**config.mk**
```make
export PLATFORM = sky130hd
export DESIGN_NAME = jtag_cfg_port
export DESIGN_NICKNAME = d
export VERILOG_FILES = /design/src/rtl/jcp_pkg.sv /design/src/rtl/jcp_shifter.sv /design/src/rtl/jcp_bank.sv /design/src/rtl/jtag_cfg_port.sv
export SDC_FILE = /design/constraint.sdc
export NUM_CORES = 1
export LEC_CHECK = 0
export BUFFER_PORTS_ARGS = -buffer_cell sky130_fd_sc_hd__buf_4
export CORE_MARGIN = 2
export CORE_UTILIZATION = 42
export CTS_CLUSTER_DIAMETER = 100
export DETAILED_ROUTE_END_ITERATION = 16
export GPL_TIMING_DRIVEN = 0
export PLACE_DENSITY = 0.66
export SYNTH_ARGS = -nofsm -noshare
export SYNTH_HDL_FRONTEND = slang
export SYNTH_SLANG_ARGS = --single-unit
```
**constraint.sdc**
```tcl
create_clock -name tck -period 5.25 [get_ports tck]
set_clock_uncertainty 0.1 [all_clocks]
set_input_delay 1.3125 -clock tck [delete_from_list [all_inputs] [get_ports tck]]
set_output_delay 1.3125 -clock tck [all_outputs]
set_load 0.005 [all_outputs]
```
**src/rtl/jcp_pkg.sv**
```systemverilog
package jcp_pkg;
  parameter int DATA_W = 32;
  parameter int ADDR_W = 7;
  parameter int PKT_W  = DATA_W + ADDR_W + 1;

  // The field order matters for behaviour: bit 0 is shifted first.
  typedef struct packed {
    logic              wr;
    logic [ADDR_W-1:0] addr;
    logic [DATA_W-1:0] data;
  } pkt_t;
endpackage

```
**src/rtl/jcp_shifter.sv**
```systemverilog
module jcp_shifter
  import jcp_pkg::*;
(
  input  logic              tck,
  input  logic              rst,
  input  logic              sel_ok,
  input  logic              capture,
  input  logic              shift,
  input  logic              tdi,
  input  logic [DATA_W-1:0] cap_data,
  output pkt_t              pkt,
  output logic              tdo
);
  logic [PKT_W-1:0] sr;

  always_ff @(posedge tck) begin
    if (rst) begin
      sr <= '0;
    end else if (sel_ok && capture) begin
      sr[DATA_W-1:0] <= cap_data;
    end else if (sel_ok && shift) begin
      sr <= {tdi, sr[PKT_W-1:1]};
    end
  end

  always_ff @(negedge tck) begin
    if (rst) tdo <= 1'b0;
    else     tdo <= sr[0];
  end

  assign pkt = pkt_t'(sr);


  unsel_hold_chk: assert property (@(posedge tck) disable iff (rst)
    !sel_ok |=> $stable(sr));


  capture_load_chk: assert property (@(posedge tck) disable iff (rst)
    (sel_ok && capture) |=> sr[DATA_W-1:0] == $past(cap_data));
endmodule

```
**src/rtl/jcp_bank.sv**
```systemverilog
module jcp_bank
  import jcp_pkg::*;
#(
  parameter int NUM_REGS = 16
) (
  input  logic                       tck,
  input  logic                       rst,
  input  logic                       upd,
  input  pkt_t                       pkt,
  output logic [DATA_W-1:0]          hold,
  output logic [NUM_REGS*DATA_W-1:0] regs_out
);
  localparam int IDX_W = (NUM_REGS > 1) ? $clog2(NUM_REGS) : 1;
  localparam logic [ADDR_W:0] LIMIT = (ADDR_W+1)'(NUM_REGS);

  logic [DATA_W-1:0] mem [NUM_REGS];
  logic              in_range;
  logic [IDX_W-1:0]  idx;

  assign in_range = {1'b0, pkt.addr} < LIMIT;
  assign idx      = pkt.addr[IDX_W-1:0];

  always_ff @(posedge tck) begin
    if (rst) begin
      for (int i = 0; i < NUM_REGS; i++) mem[i] <= '0;
      hold <= '0;
    end else if (upd) begin
      if (pkt.wr) begin
        if (in_range) mem[idx] <= pkt.data;
      end else begin
        hold <= in_range ? mem[idx] : '0;
      end
    end
  end

  for (genvar k = 0; k < NUM_REGS; k++) begin : g_out
    assign regs_out[k*DATA_W +: DATA_W] = mem[k];
  end


  idle_stable_chk: assert property (@(posedge tck) disable iff (rst)
    !upd |=> $stable(regs_out) && $stable(hold));


  wr_commit_chk: assert property (@(posedge tck) disable iff (rst)
    (upd && pkt.wr && in_range) |=> mem[$past(idx)] == $past(pkt.data));


  wr_drop_chk: assert property (@(posedge tck) disable iff (rst)
    (upd && pkt.wr && !in_range) |=> $stable(regs_out));


  rd_keep_chk: assert property (@(posedge tck) disable iff (rst)
    (upd && !pkt.wr) |=> $stable(regs_out));


  rd_zero_chk: assert property (@(posedge tck) disable iff (rst)
    (upd && !pkt.wr && !in_range) |=> hold == '0);


  rst_clear_chk: assert property (@(posedge tck)
    rst |=> (hold == '0) && (regs_out == '0));
endmodule

```
**src/rtl/jtag_cfg_port.sv**
```systemverilog
module jtag_cfg_port
  import jcp_pkg::*;
#(
  parameter int NUM_REGS = 16,
  parameter int SEL_W    = 4,
  parameter int CHAIN_ID = 6
) (
  input  logic                       tck,
  input  logic                       rst,
  input  logic                       tdi,
  input  logic [SEL_W-1:0]           chain_sel,
  input  logic                       capture_dr,
  input  logic                       shift_dr,
  input  logic                       update_dr,
  output logic                       tdo,
  output logic [NUM_REGS*DATA_W-1:0] regs_out
);
  logic              sel_ok;
  pkt_t              pkt;
  logic [DATA_W-1:0] hold;

  assign sel_ok = (chain_sel == SEL_W'(CHAIN_ID));

  jcp_shifter u_shift (
    .tck      (tck),
    .rst      (rst),
    .sel_ok   (sel_ok),
    .capture  (capture_dr),
    .shift    (shift_dr),
    .tdi      (tdi),
    .cap_data (hold),
    .pkt      (pkt),
    .tdo      (tdo)
  );

  jcp_bank #(.NUM_REGS(NUM_REGS)) u_bank (
    .tck      (tck),
    .rst      (rst),
    .upd      (sel_ok && update_dr),
    .pkt      (pkt),
    .hold     (hold),
    .regs_out (regs_out)
  );
endmodule

```
### After elaboration in Yosys (flattened, before gate mapping)

Memory sizes are Yosys's and may differ from the RTL's. A register that Yosys moved wholly into a read port is not among the register bits.
Index checks and enable logic that the tools add are counted.

* register bits: 73
* output and inout port bits: 513
* bits in read-only memories: 0
* word-level logic and storage cells: 31
* input port bits: 10
* bits in writable memories: 512
* memories kept: 1
* latch bits: 0

Memory list
* u_bank.mem: depth 16, width 32, rd ports 17, clocked after memory_dff 1, write ports 16, RTL line jcp_bank.sv:16 `logic [DATA_W-1:0] mem [NUM_REGS];`

* magnitude comparators: 1
* equality and inequality tests: 1
* shift operators: 0
* reductions and logical operators: 7
* multiply operators: 0
* add/sub/neg operators: 0
* muxes and demuxes: 15
* bitwise operators: 2
* div/mod/pow operators: 0

Operator list (count)
* 32-bit two-way mux: 4
* 32-bit OR reduction: 1
* 4-bit two-way mux: 3
* 1-bit two-way mux: 8
* 7-bit by 5-bit < comparator with 1-bit output (second input constant): 1
* 4-bit by 3-bit equality test with 1-bit output (second input constant): 1
* 2-bit AND reduction: 2
* 1-bit logical AND: 3
* 1-bit NOT: 2
* 2-bit nonzero test: 1

### Depth between registers and ports, before layout

* depth in word-level cells: 8
* depth in mapped cells: 7
* gate-level depth less buffers: 4

### Cells and area by module

A second synthesis with hierarchy kept.

* cell total of the unflattened synthesis: 1856
* area, all modules: 25833.5 µm²

Modules (own cells, without submodules)
* jcp_bank: cells an instance 1640, instances 1, area each 24171.9 µm²
* jcp_shifter: cells an instance 214, instances 1, area each 1642.8 µm²
* jtag_cfg_port: cells an instance 2, instances 1, area each 18.8 µm²

==> results.txt <==
Status: complete, no violations
Initial antenna violation count: 2
PortBufs: 522
Final Slew Violations: 0
Post-CTS Setup Bufs: 0
CP Data Required Time: 3.84 ns
Crit path largest cell delay: 0.37 ns
Area grow syn2layout: 26.6%
Total CTS buffers: 60
Syn. warnings: 0
Via count: 17.5k
Syn Nets: 1658
Cell depth of the worst flop-to-flop path: 1
Via density per instance: 5.69
Synth cell types: 32
Fin Setup TNS: 0 ns
Syn Area/Cell: 15.7 um2
CP top delay family: flip-flops
Synth Area in Simple Gates: 15.6%
Layout Nets: 2242
Reg2reg end: u_shift.tdo
Worst Hold Slack: 0.391 ns
PD cells: 316 mW/mm2
Max-cap violation count: 0
RSZ-0062 raised after global routing: no
Tightest Pin Transition: 1.19 ns
H-tree lvl count: 2
Netlist Area Pre-Place: 0.0259 mm2
Sequential cell area fraction in the yosys report: 65.4%
Post-synthesis xor/xnor area fraction: 0%
Peak VDD IR: 0.251 mV
Die Y-Extent: 252 um
Post_cts resized: 0
Violation count after the first detailed-routing iteration: 1844
Hold path depth: 1
Post-DRT Antenna Nets: 0
P_leak: 0.0122 uW
CP Capture Type: output pin
Number of global-route vias before repair: 17.4k
Row count: 90
Most common cell after layout, fill and taps aside: buf_4
Critical path's slowest cell: dfxtp_1
Largest net degree at the start of global routing: 33
GRT Overall Usage: 28.2%
Die area: 0.0636 mm2
Final core utilization: 54.1%
CTS tree: done
CP Class: reg -> out
Synth Area in Compound Gates: 2.68%
CP cell instances: buf_4
CTS Hold Buffers Added: 0
Worst-path maximum fanout: 1
Worst setup SP type: flip-flop
Residual DRC: 0
Yosys reg bits: 589
Core Region: 0.0606 mm2
Slew margin rel.: 20.0%
Hold Path Class: reg -> reg
Wire per inst: 29.6 um
CTS Sinks: 589
Final wirelength: 90900 um
Initial Utilization: 42.7%
Commonest cells after routing, fill and taps aside: buf_4 (523), and2_1 (513), edfxtp_1 (512), mux4_2 (128), clkbuf_1 (96)
Synth Area in Adders: 0%
Critical path arrival: 3.79 ns
Count of final setup violators: 0
Reg clk slew, reported paths: 0.06 ns
Worst hold endpoint: u_bank.hold[0]
Hold Startpoint: u_bank.hold[0]
Gpl congestion: 0.955
Max clock buf depth: 3
Later-pin clock latency in the skew report: 0.64 ns
Root Buffer: clkbuf_16
Mux share of post-synthesis cell area: 13.8%
HPWL after detailed placement: 69000 um
Setup slack, reg-to-reg: 1.82 ns
Num ports: 523
Reg2reg start: u_shift.pkt[0]
Crit path buffers/inverters: 1
Hold Violations, Final: 0
Global-route wire length before repair: 128000 um
Syn Inst Count: 1648
Width of the die: 252 um
Drt first pass iters: 6
Grt total ovfl: 0
Layout cell share with drive strength beyond 1: 37.7%
Largest family of logic cells by synthesized area: simple AND/OR/NAND/NOR gates
cells in the mapped netlist (all sizes together):
cell type / instances / share of area, %
nor2: 33 / 0.48
nor4bb: 1 / 0.039
o21ai: 1 / 0.019
clkbuf: 121 / 1.9
inv: 3 / 0.044
mux4: 128 / 11
nor4: 5 / 0.38
and2: 513 / 12
a221o: 32 / 1.2
a222oi: 32 / 1.2
nor2b: 1 / 0.024
mux2i: 32 / 1.2
nand3b: 1 / 0.029
nor3: 44 / 1.3
buf: 29 / 0.60
nand2b: 4 / 0.097
a21oi: 8 / 0.15
dfxtp: 77 / 6.0
mux2: 32 / 1.4
edfxtp: 512 / 59
nand4: 2 / 0.11
nand2: 18 / 0.26
or2: 17 / 0.41
a31oi: 1 / 0.024
and3b: 1 / 0.034
stage by stage:
stage               worst slack [ns]  power [uW]  instance area [um2]  instances
floorplan                      0.834        5620                25900       1648
global placement               0.187        6110                30800       2952
detailed placement             0.184        6120                30800       2952
global route                  0.0330       10600                32700       3065
finish                        0.0482       10300                32700       3071
CTS                           0.0461       10400                32700       3064
cell families (layout without fill, tap and decap cells):
group,Yosys count,after routing
simple gates,640,640
flops,589,589
mux,192,192
buf+inv,153,787
compound gates,74,74
other cells,0,7
power breakdown:
part	internal, uW	total, uW	switching [uW]	leakage [uW]
combinational	299	582	283	0.00569
sequential	5280	5430	155	0.00556
clock	2480	4330	1850	0.000971
total	8060	10300	2280	0.0122
final cells by class:
cell class                 instances  area [um2]
multi-input combinational        906        8280
timing repair buffer             522        3920
antenna                            7        17.5
fill                            5008       27800
buffer                           150         653
clock buffer                      79        1670
tap                              782         978
sequential                       589       16900
inverter                           2        7.51
clock inverter                    34         305
registers in the layout, summed over array words and instances, names as in the netlist, named ones only:
signal,cells
u_shift.pkt,40
u_bank.mem,512
u_shift.tdo,1
u_bank.hold,32
routing by layer:
| metal | global-route usage (%) | wire length (um) |
|---|---|---|
| met1 | 38.1 | 36700 |
| met2 | 45.0 | 42900 |
| met3 | 6.48 | 7770 |
| met4 | 9.84 | 3530 |
| met5 | 0 | 0 |
how the worst max path moves through the flow:
stage / start / slack (ns) / end / cells after the start
2_1_floorplan: rst / 0.83 / u_shift.tdo / 2
3_3_place_gp: chain_sel[0] / 0.19 / u_bank.mem[14][13] / 6
3_5_place_dp: chain_sel[0] / 0.18 / u_bank.mem[14][13] / 6
4_1_cts: u_shift.tdo / 0.05 / tdo / 1
5_1_grt: u_shift.tdo / 0.03 / tdo / 1
6_report: u_shift.tdo / 0.05 / tdo / 1
Note: power is estimated with default switching activity, not from simulation.
